File: config.mk
export PLATFORM = sky130hd
export DESIGN_NAME = dma_result_unit
export DESIGN_NICKNAME = d
export VERILOG_FILES = /design/src/rtl/dru_pkg.sv /design/src/rtl/dru_result_fifo.sv /design/src/rtl/dru_chan_ctrl.sv /design/src/rtl/dru_irq_status.sv /design/src/rtl/dma_result_unit.sv
export SDC_FILE = /design/constraint.sdc
export NUM_CORES = 1
export LEC_CHECK = 0
export ABC_AREA = 1
export BUFFER_PORTS_ARGS = -buffer_cell sky130_fd_sc_hd__buf_2
export CAP_MARGIN = 20
export CELL_PAD_IN_SITES_DETAIL_PLACEMENT = 0
export CELL_PAD_IN_SITES_GLOBAL_PLACEMENT = 1
export CORE_MARGIN = 3
export CORE_UTILIZATION = 47
export DETAILED_ROUTE_END_ITERATION = 16
export PLACE_DENSITY_LB_ADDON = 0.1
export SLEW_MARGIN = 20
export SYNTH_ARGS = -nofsm -noshare
export SYNTH_HDL_FRONTEND = slang
export SYNTH_SLANG_ARGS = --single-unit
File: constraint.sdc
create_clock -name clk -period 3.42 [get_ports clk]
set_input_delay 0.171 -clock clk [delete_from_list [all_inputs] [get_ports clk]]
set_output_delay 0.171 -clock clk [all_outputs]
set_load 0.01 [all_outputs]
File: src/rtl/dru_pkg.sv
package dru_pkg;
    localparam int DW = 32;

    typedef enum logic [2:0] {
        GRP_PTR  = 3'd0,
        GRP_RES  = 3'd1,
        GRP_STAT = 3'd2,
        GRP_CFG  = 3'd3,
        GRP_ISR  = 3'd4
    } grp_e;

    typedef struct packed {
        logic err;
        logic flush;
        logic done;
        logic user;
    } cause_t;

    typedef struct packed {
        logic force_top;
        logic force_flush;
        logic irq_en;
    } cfg_t;

    function automatic logic keep_result(cause_t c, cfg_t g);
        return c.err | c.user | (c.done & g.force_top) | (c.flush & g.force_flush);
    endfunction

    function automatic logic retires_cmd(cause_t c);
        return c.err | c.flush | c.done;
    endfunction

    function automatic logic [DW-1:0] result_word(logic present, cause_t c);
        return present ? {1'b1, 27'b0, c} : '0;
    endfunction
endpackage

File: src/rtl/dru_result_fifo.sv
module dru_result_fifo
    import dru_pkg::*;
#(
    parameter int DEPTH = 4,
    localparam int CW = $clog2(DEPTH + 1),
    localparam int PW = $clog2(DEPTH)
) (
    input  logic          clk,
    input  logic          rst,
    input  logic          push_i,
    input  cause_t        din_i,
    input  logic          pop_i,
    output cause_t        head_o,
    output logic [CW-1:0] count_o,
    output logic          drop_o
);
    cause_t        mem [DEPTH];
    logic [PW-1:0] wp, rp;
    logic [CW-1:0] count;
    logic          full, empty, do_pop, do_push;

    function automatic logic [PW-1:0] bump(logic [PW-1:0] p);
        return (p == PW'(DEPTH - 1)) ? '0 : p + 1'b1;
    endfunction

    assign full    = (count == CW'(DEPTH));
    assign empty   = (count == '0);
    assign do_pop  = pop_i & ~empty;
    assign do_push = push_i & (~full | do_pop);
    assign drop_o  = push_i & full & ~do_pop;
    assign head_o  = mem[rp];
    assign count_o = count;

    always_ff @(posedge clk) begin
        if (rst) begin
            wp    <= '0;
            rp    <= '0;
            count <= '0;
        end else begin
            if (do_push) begin
                mem[wp] <= din_i;
                wp      <= bump(wp);
            end
            if (do_pop) rp <= bump(rp);
            case ({do_push, do_pop})
                2'b10:   count <= count + 1'b1;
                2'b01:   count <= count - 1'b1;
                default: count <= count;
            endcase
        end
    end

    // a push into a full queue without a pop leaves the fill level alone
    p_full_drop_r6: assert property (@(posedge clk) disable iff (rst)
        (full && push_i && !pop_i) |=> $stable(count));

    // popping an empty queue with no push keeps it empty
    p_empty_pop_r5: assert property (@(posedge clk) disable iff (rst)
        (empty && pop_i && !push_i) |=> (count == '0));
endmodule

File: src/rtl/dru_chan_ctrl.sv
module dru_chan_ctrl
    import dru_pkg::*;
#(
    parameter int CMD_DEPTH = 2,
    localparam int KW = $clog2(CMD_DEPTH + 1)
) (
    input  logic          clk,
    input  logic          rst,
    input  logic          ptr_wr_i,
    input  logic          cfg_wr_i,
    input  cfg_t          cfg_i,
    input  logic          retire_i,
    input  logic          drop_i,
    output cfg_t          cfg_o,
    output logic [KW-1:0] cmd_cnt_o,
    output logic          ready_o,
    output logic          ovf_o,
    output logic          accept_o
);
    logic [KW-1:0] cnt;
    logic          dec;
    cfg_t          cfg;
    logic          ovf;

    assign ready_o   = (cnt < KW'(CMD_DEPTH));
    assign accept_o  = ptr_wr_i & ready_o;
    assign dec       = retire_i & (cnt != '0);
    assign cmd_cnt_o = cnt;
    assign cfg_o     = cfg;
    assign ovf_o     = ovf;

    always_ff @(posedge clk) begin
        if (rst) begin
            cnt <= '0;
            cfg <= '0;
            ovf <= 1'b0;
        end else begin
            case ({accept_o, dec})
                2'b10:   cnt <= cnt + 1'b1;
                2'b01:   cnt <= cnt - 1'b1;
                default: cnt <= cnt;
            endcase
            if (cfg_wr_i) cfg <= cfg_i;
            ovf <= (ovf & ~cfg_wr_i) | drop_i;
        end
    end

    // a pointer write while busy and no retire leaves the command count alone
    p_busy_hold_r2: assert property (@(posedge clk) disable iff (rst)
        (ptr_wr_i && !ready_o && !retire_i) |=> $stable(cnt));

    // overflow stays set until a configuration write
    p_ovf_sticky_r6: assert property (@(posedge clk) disable iff (rst)
        (ovf && !cfg_wr_i) |=> ovf);
endmodule

File: src/rtl/dru_irq_status.sv
module dru_irq_status #(
    parameter int NCH = 16
) (
    input  logic           clk,
    input  logic           rst,
    input  logic [NCH-1:0] set_i,
    input  logic           clr_i,
    output logic [NCH-1:0] isr_o
);
    logic [NCH-1:0] isr;

    always_ff @(posedge clk) begin
        if (rst) isr <= '0;
        else     isr <= (clr_i ? '0 : isr) | set_i;
    end

    assign isr_o = isr;

    // a clearing read with no new event empties the register
    p_clear_r8: assert property (@(posedge clk) disable iff (rst)
        (clr_i && !(|set_i)) |=> (isr == '0));

    // bits only drop through a clearing read
    p_hold_r7: assert property (@(posedge clk) disable iff (rst)
        !clr_i |=> ((isr & $past(isr)) == $past(isr)));
endmodule

File: src/rtl/dma_result_unit.sv
module dma_result_unit
    import dru_pkg::*;
#(
    parameter int NCH       = 16,
    parameter int RES_DEPTH = 4,
    parameter int CMD_DEPTH = 2,
    localparam int CHW = $clog2(NCH),
    localparam int AW  = CHW + 5
) (
    input  logic          clk,
    input  logic          rst,
    input  logic          host_wr,
    input  logic          host_rd,
    input  logic [AW-1:0] host_addr,
    input  logic [DW-1:0] host_wdata,
    output logic [DW-1:0] host_rdata,
    input  logic          eng_valid,
    input  logic [CHW-1:0] eng_ch,
    input  logic [3:0]    eng_cause,
    output logic          cmd_valid,
    output logic [CHW-1:0] cmd_ch,
    output logic [DW-1:0] cmd_ptr,
    output logic          irq
);
    localparam int CW = $clog2(RES_DEPTH + 1);
    localparam int KW = $clog2(CMD_DEPTH + 1);

    grp_e           grp;
    logic [CHW-1:0] sel;
    logic           aligned, wr_ok, rd_ok;
    cause_t         cause;

    assign grp     = grp_e'(host_addr[AW-1:AW-3]);
    assign sel     = host_addr[CHW+1:2];
    assign aligned = (host_addr[1:0] == 2'b00);
    assign wr_ok   = host_wr & aligned;
    assign rd_ok   = host_rd & aligned;
    assign cause   = cause_t'(eng_cause);

    cause_t         head    [NCH];
    logic [CW-1:0]  res_cnt [NCH];
    logic [KW-1:0]  cmd_cnt [NCH];
    cfg_t           cfg     [NCH];
    logic [NCH-1:0] ready, ovf, accept, isr_set;
    logic [NCH-1:0] isr;

    for (genvar i = 0; i < NCH; i++) begin : g_ch
        logic here, hit, keep, drop;
        assign here = eng_valid & (eng_ch == CHW'(i));
        assign hit  = (sel == CHW'(i));
        assign keep = keep_result(cause, cfg[i]);
        assign isr_set[i] = here & keep & cfg[i].irq_en;

        dru_result_fifo #(.DEPTH(RES_DEPTH)) u_fifo (
            .clk     (clk),
            .rst     (rst),
            .push_i  (here & keep),
            .din_i   (cause),
            .pop_i   (rd_ok & hit & (grp == GRP_RES)),
            .head_o  (head[i]),
            .count_o (res_cnt[i]),
            .drop_o  (drop)
        );

        dru_chan_ctrl #(.CMD_DEPTH(CMD_DEPTH)) u_ctrl (
            .clk       (clk),
            .rst       (rst),
            .ptr_wr_i  (wr_ok & hit & (grp == GRP_PTR)),
            .cfg_wr_i  (wr_ok & hit & (grp == GRP_CFG)),
            .cfg_i     (cfg_t'(host_wdata[2:0])),
            .retire_i  (here & retires_cmd(cause)),
            .drop_i    (drop),
            .cfg_o     (cfg[i]),
            .cmd_cnt_o (cmd_cnt[i]),
            .ready_o   (ready[i]),
            .ovf_o     (ovf[i]),
            .accept_o  (accept[i])
        );
    end

    dru_irq_status #(.NCH(NCH)) u_irq (
        .clk   (clk),
        .rst   (rst),
        .set_i (isr_set),
        .clr_i (rd_ok & (grp == GRP_ISR)),
        .isr_o (isr)
    );

    logic [DW-1:0] rd_mux;
    always_comb begin
        rd_mux = '0;
        case (grp)
            GRP_RES:  rd_mux = result_word(res_cnt[sel] != '0, head[sel]);
            GRP_STAT: rd_mux = {3'(res_cnt[sel]), 2'(cmd_cnt[sel]), 24'b0,
                                ovf[sel], (res_cnt[sel] != '0), ready[sel]};
            GRP_CFG:  rd_mux = {29'b0, cfg[sel]};
            GRP_ISR:  rd_mux = DW'(isr);
            default:  rd_mux = '0;
        endcase
    end

    always_ff @(posedge clk) begin
        if (rst) begin
            host_rdata <= '0;
            cmd_valid  <= 1'b0;
            cmd_ch     <= '0;
            cmd_ptr    <= '0;
        end else begin
            if (rd_ok) host_rdata <= rd_mux;
            cmd_valid <= |accept;
            if (|accept) begin
                cmd_ch  <= sel;
                cmd_ptr <= host_wdata;
            end
        end
    end

    assign irq = |isr;

    // the interrupt line only rises after an enabled stored event
    p_irq_source_r7: assert property (@(posedge clk) disable iff (rst)
        $rose(irq) |-> $past(|isr_set));

    // at most one channel accepts a pointer per cycle
    p_one_accept_r2: assert property (@(posedge clk) disable iff (rst)
        $onehot0(accept));
endmodule

## Word-level counts from Yosys, hierarchy flattened

Memory sizes are Yosys's and may differ from the RTL's. A register that Yosys moved wholly into a read port is not among the register bits.
Index checks and enable logic that the tools add are counted.

- Order comparisons: 18
- Reductions and logical operators: 71
- Add/sub/neg operators: 96
- Eq/ne operators: 146
- Bitwise operators: 424
- Muxes and demuxes: 163

Operator list:

| kind | count |
|---|---|
| 1-bit bitwise AND | 291 |
| 2-bit 2-to-1 mux | 66 |
| 2-bit equality test (second input constant) | 64 |
| 32-bit case mux with 4 select lines | 1 |
| 2-bit by 1-bit adder with 2-bit output (second input constant) | 48 |
| 3-bit case mux with 2 select lines | 16 |
| 2-bit nonzero test | 48 |
| 1-bit OR | 67 |
| 2-bit by 1-bit equality test with 1-bit output (second input constant) | 32 |
| 4-bit equality test (second input constant) | 16 |
| 1-bit NOT | 64 |
| 2-bit case mux with 2 select lines | 16 |
| 3-bit equality test (second input constant) | 17 |
| 3-bit logical NOT | 17 |
| 1-bit 2-to-1 mux | 50 |
| 3-bit by 1-bit adder with 3-bit output (second input constant) | 16 |
| 3-bit by 1-bit subtractor with 3-bit output (second input constant) | 16 |
| 4-bit by 3-bit equality test with 1-bit output (second input constant) | 8 |
| 2-bit < comparator (second input constant) | 16 |
| 32-bit 2-to-1 mux | 1 |
| 16-bit OR reduction | 2 |
| 2-bit by 1-bit subtractor with 2-bit output (second input constant) | 16 |
| 3-bit binary-select mux with 4-bit select | 2 |
| 4-bit binary-select mux with 4-bit select | 1 |
| 16 further kinds | 27 |

- Output and inout port bits: 70
- Bits in registers: 293
- Logic and storage cells: 1,067
- Input bits: 54
- Memory bits (writable): 256
- Memories: 16

Memories:

| memory | depth | bits a word | rd ports | clocked after memory_dff | write ports | line | source |
|---|---|---|---|---|---|---|---|
| g_ch[0].u_fifo.mem | 4 | 4 | 1 | 1 | 1 | dru_result_fifo.sv:17 | `cause_t mem [DEPTH];` |
| g_ch[10].u_fifo.mem | 4 | 4 | 1 | 1 | 1 | dru_result_fifo.sv:17 |  |
| g_ch[11].u_fifo.mem | 4 | 4 | 1 | 1 | 1 | dru_result_fifo.sv:17 |  |
| g_ch[12].u_fifo.mem | 4 | 4 | 1 | 1 | 1 | dru_result_fifo.sv:17 |  |
| g_ch[13].u_fifo.mem | 4 | 4 | 1 | 1 | 1 | dru_result_fifo.sv:17 |  |
| g_ch[14].u_fifo.mem | 4 | 4 | 1 | 1 | 1 | dru_result_fifo.sv:17 |  |
| +10 memories | -- | -- | -- | -- | -- | -- |  |

## Longest topological paths before layout

- Word-level depth: 10
- Gate-level depth with buffers: 16
- Depth with buffers taken out: 15

## Cells and area by module

Synthesis repeated with hierarchy kept, for this count alone.

- Cell total of the unflattened synthesis: 3,475
- Area total of the unflattened synthesis: 28,178.3 um2

By module, submodules not included:

| module | times used | cells each | area an instance (um2) | sequential area each (um2) |
|---|---|---|---|---|
| dru_result_fifo (g_ch[12].u_fifo ...) | 9 | 112 | 1,131.1 | 660.6 |
| dru_result_fifo (g_ch[0].u_fifo ...) | 6 | 111 | 1,136.1 | 660.6 |
| dma_result_unit | 1 | 1,018 | 5,303.8 | 1,161.1 |
| dru_chan_ctrl | 16 | 38 | 262.8 | 120.1 |
| dru_result_fifo (g_ch[10].u_fifo) | 1 | 107 | 1,116.1 | 660.6 |
| dru_irq_status | 1 | 68 | 558.0 | 320.3 |

## Worst setup path before layout

No wires, ideal clock.

- Kind: input -> register
- Start point: input port host_addr[1]
- End point: register g_ch[15].u_fifo.count[2]
- Path buffers: 1
- Setup time: 0.122 ns
- Stages on the path: 15
- Arrival time: 2.403 ns
- Setup slack: 0.895 ns
- Cells stage by stage: nor2_1 nand2_1 inv_1 nand2_1 inv_1 buf_4 nand3_1 a31oi_2 ha_1 inv_1 fa_1 a21oi_1 o21ai_0 o21ai_0 a21oi_1

- Longest elaborated chain between the ends: 9
- Elaborated cells between the ends (all ways): 11
- Classes of those cells: 2 x eq/ne; 1 x mux; 6 x bitwise; 2 x reduce/logical

RTL lines:

| what | line | source |
|---|---|---|
| start, declared | dma_result_unit.sv:14 | `input logic [AW-1:0] host_addr,` |
| 2-bit logical NOT * | dma_result_unit.sv:35 | `assign aligned = (host_addr[1:0] == 2'b00);` |
| 1-bit bitwise AND * | dma_result_unit.sv:37 | `assign rd_ok = host_rd & aligned;` |
| 1-bit bitwise AND * (2 in series) | dma_result_unit.sv:59 | `.pop_i (rd_ok & hit & (grp == GRP_RES)),` |
| 1-bit bitwise AND * | dru_result_fifo.sv:28 | `assign do_pop = pop_i & ~empty;` |
| net g_ch[15].u_fifo.do_pop | dru_result_fifo.sv:20 | `logic full, empty, do_pop, do_push;` |
| 1-bit OR | dru_result_fifo.sv:29 | `assign do_push = push_i & (~full \| do_pop);` |
| 1-bit bitwise AND | dru_result_fifo.sv:29 |  |
| 2-bit by 1-bit equality test with 1-bit output / 2-bit equality test (equally long branches) | dru_result_fifo.sv:45 | `case ({do_push, do_pop})` |
| 3-bit case mux with 2 select lines / 2-bit nonzero test (equally long branches) | -- |  |
| end signal, assigned | dru_result_fifo.sv:46 | `2'b10: count <= count + 1'b1;` |
| end signal, assigned | dru_result_fifo.sv:47 | `2'b01: count <= count - 1'b1;` |
| end signal, assigned | dru_result_fifo.sv:48 | `default: count <= count;` |
| end, declared | dru_result_fifo.sv:19 | `logic [CW-1:0] count;` |

The timed path passes the listed nets; every way through them passes the cells marked *.
A chain may end at the register's enable or synchronous reset.

## Final worst setup path

- Start point: register g_ch[1].u_fifo.count[0]
- End point: register g_ch[1].u_fifo.count[2]

- Longest elaborated chain between the ends: 7
- Elaborated cells between the ends (all ways): 13
- Classes of those cells: 2 x add/sub; 3 x eq/ne; 1 x mux; 5 x bitwise; 2 x reduce/logical

RTL lines:

| what | line | source |
|---|---|---|
| start, declared | dru_result_fifo.sv:19 |  |
| start signal, assigned | dru_result_fifo.sv:46 |  |
| start signal, assigned | dru_result_fifo.sv:47 |  |
| start signal, assigned | dru_result_fifo.sv:48 |  |
| 3-bit logical NOT | dru_result_fifo.sv:27 | `assign empty = (count == '0);` |
| 1-bit NOT | dru_result_fifo.sv:28 |  |
| 1-bit bitwise AND | dru_result_fifo.sv:28 |  |
| 1-bit OR | dru_result_fifo.sv:29 |  |
| 1-bit bitwise AND | dru_result_fifo.sv:29 |  |
| 2-bit by 1-bit equality test with 1-bit output / 2-bit equality test (equally long branches) | dru_result_fifo.sv:45 |  |
| 3-bit case mux with 2 select lines / 2-bit nonzero test (equally long branches) | -- |  |

Parallel ways exist; a longest one is shown, timed or not.

==> results.md <==
- Outcome: finished, final reports clean
- Die Y: 242.8 µm
- Top sig layer: met5
- Pwr Density: 485.5 mW/mm²
- Cts bufs inserted: 60
- GRT Residual Overflow: 0
- H-tree levels: 2
- Initial antenna violation count: 3
- Endpoints failing hold: 0
- Nets: 3,440
- Critical Path Fanout Max: 5
- Worst R2R Path Depth: 10
- Worst setup margin: 682.3 ps
- Tot GR Track Use: 0.2472
- Final Skew: 25.04 ps
- CTS clk-pin slew, worst paths: 60 ps
- Clock Tree Root: clkbuf_16
- DP Worst Slack: 378.7 ps
- GP Congestion: 0.8477
- CORE AREA: 0.05531 mm²
- Leakage power total: 0.01168 µW
- Worst Path Arrival: 3230 ps
- Detail Route met2 WL: 33.66 mm
- Max-slew violation count: 0
- Setup Fix Bufs, Post-CTS: 0
- Post_cts resized: 0
- First-pass GRT wire length: 114.7 mm
- EDFF count, synth: 256
- Via density: 5.287
- Routed Antenna Nets: 0
- Fmax achieved: 0.3653 GHz
- Synth Warn #: 0
- Detailed-route via count: 21,440
- Average size of a mapped cell: 8.475 µm²
- Unrepaired setup endpoints after global routing: false
- Switching power of the nets: 3190 µW
- Max-Cap Viols: 0
- Die Wd: 242.8 µm
- Comb power frac: 0.043
- Worst-Margin Slew: 953.4 ps
- Worst-Skew Late Latency: 620 ps
- Sequential element share of the synthesized area: 0.5303
- Post-synth ARST share: 0
- Number of buffers added on ports: 112
- P_int: 11,440 µW
- Area grow syn2layout: 14.33%
- CTS tree: done
- Metal3 WL: 4.399 mm
- Hold Path Depth: 3
- Detailed placer's ending HPWL: 52.63 mm
- Final setup fails: 0
- Met1 Wirelength: 33.44 mm
- DRC violations left: 0
- Hold Path Class: in2reg
- Die ar.: 0.05894 mm²
- Total Wirelength: 73.64 mm
- Row count: 86
- Layout cells sized above 1: 0.08860
- Most frequently used flop master after synthesis: dfxtp_1
- Starting density of the core: 0.4764
- Placed insts: 3,913
- Synth top area share: 0.2918
- Seq pwr share: 0.489
- #FFs+latches synth: 570
- Iteration-0 DRC Markers: 1,512
- WP data required: 3920 ps
- Worst setup EP type: register
- Tmin final: 2738 ps
- Vias in the first global route: 20,650
- Clock sink count: 570
- Post-route cell area: 0.03013 mm²
- Largest cells by area after synthesis: edfxtp_1 (29%), dfxtp_1 (24%), nand2_1 (10%), nand3_1 (5.5%), ha_1 (5.3%)
- Slew margin rel.: 0.3629
- Io pins: 124
- Switching Share: 0.2181
- CTS max path bufs: 3
- Router iterations before antenna repair: 5
- Final Cycle Share: 0.8005
- Number of distinct library cells after synthesis: 41
- Post-Syn Area: 0.02635 mm²
- Gate Count Post-Synth: 3,109
- Placed cell area: 0.02775 mm²
- Setup Crit Path Kind: reg2reg
- Area leader, netlist: edfxtp_1
- Crit path launch type: register
- Setup_tns: 0 ps
- Cts hold-fix bufs: 31
- Worst VDD drop: 385.9 µV
- WL/cell: 18.16 µm
- Non-Filler Instances: 4,055
- Clk network pwr share: 0.468
- Antenna cells: 0
- Largest net degree at the start of global routing: 100
-- critical path, stage by stage, from the launching register on --
cell and delay (ps):
dfxtp_1 340, o311ai_0 770, nand2_1 170, nand2_1 210, ha_1 170, inv_1 70
fa_1 430, a21oi_1 140, o21ai_0 110, o21ai_0 160, a21oi_1 50
-- metal layers --
layer  GRT usage  vias up
met4     0.07944        6
li1            -    10640
met2      0.4040      553
met5           0        -
met1      0.3355    10110
met3     0.04308      128
-- cell type report --
type	instances	area [µm²]
Clock buffer	72	1598
Clock inverter	39	471.7
Fill cell	5210	25180
Inverter	325	1226
Multi-Input combinational cell	2107	10660
Sequential cell	570	13970
Tap cell	748	935.9
Timing Repair Buffer	194	1256
-- cell usage in the layout, fill, tap and decap left out, types with 18 or more instances in the layout --
| cell | count |
|---|---|
| inv_1 | 317 |
| o21ai_0 | 243 |
| buf_2 | 111 |
| nor2_1 | 328 |
| dlygate4sd3_1 | 31 |
| nand2_1 | 713 |
| dfxtp_1 | 314 |
| ha_1 | 112 |
| o21ai_1 | 28 |
| nand3_1 | 290 |
| buf_4 | 52 |
| a21oi_1 | 233 |
| edfxtp_1 | 256 |
| clkbuf_16 | 61 |
| nor3_1 | 18 |
-- cells in the mapped netlist (2+ instances only) --
cell type  number
inv_1         318
a211oi_1       12
nand3_1       290
inv_2           6
nor2_1        329
a31o_2          2
buf_1           6
clkbuf_1       77
o21ai_0       243
dfxtp_1       314
o21bai_1        2
nand4_1        11
nand2_2         3
nor3_2          8
o211a_1        16
nor4_1          4
a31oi_1         9
fa_1           16
buf_6           5
nor2_2          4
edfxtp_1      256
a22oi_1        16
buf_2          14
a21oi_1       233
o22ai_1         8
o21ai_1        28
o311ai_0        4
a31oi_2         5
buf_4          15
ha_1          112
nand2_1       713
nor3_1         21
-- worst paths after layout --
| kind | start | end | slack [ps] |
|---|---|---|---|
| worst max-delay path | g_ch[1].u_fifo.count_o[0] | g_ch[1].u_fifo.count_o[2] | 680 |
| worst min-delay path | host_wdata[0] | g_ch[11].u_ctrl.cfg_o[0] | 90 |
| worst max register to register | g_ch[1].u_fifo.count_o[0] | g_ch[1].u_fifo.count_o[2] | 680 |
| worst min register to register | g_ch[7].u_ctrl.cmd_cnt_o[1] | g_ch[7].u_ctrl.cmd_cnt_o[1] | 460 |
-- logic make-up after synthesis --
logic type | count (synthesis) | synth area share
buffers and inverters | 442 | 0.06724
flip-flops | 570 | 0.5303
adder cells (fa/ha/maj) | 128 | 0.06534
other | 1 | 0.0001423
AND/OR/NAND/NOR | 1387 | 0.2172
AO/OA/AOI/OAI | 581 | 0.1198
-- flip-flops by register name, indices dropped and copies added (netlist names), named ones only --
name and count:
cmd_ptr 32, g_ch.u_fifo.wp 32, g_ch.u_fifo.mem 256, u_irq.isr_o 16
cmd_ch 4, g_ch.u_fifo.rp 32, host_rdata 21, g_ch.u_ctrl.cfg_o 48
g_ch.u_ctrl.ovf_o 16, g_ch.u_fifo.count_o 48, cmd_valid 1, g_ch.u_ctrl.cmd_cnt_o 32
-- stage by stage --
stage	power, µW	hold WS [ps]	util
finish	14630	91.79	0.5447
global route	15100	90.15	0.5447
CTS	14770	42.37	0.5447
detailed placement	7891	416.0	0.5017
floorplan	7602	269.9	-
global placement	7884	405.1	0.5017
-- power by group through the flow --
stage	Combinational, µW	Clock, µW	Sequential (µW)
final	622	6850	7150
after global routing	678	7270	7150
after CTS	621	7000	7150
after detailed placement	591	0	7300
after global placement	584	0	7300
after floorplan	301	0	7300
No activity file was read; power rests on OpenSTA's default activity.
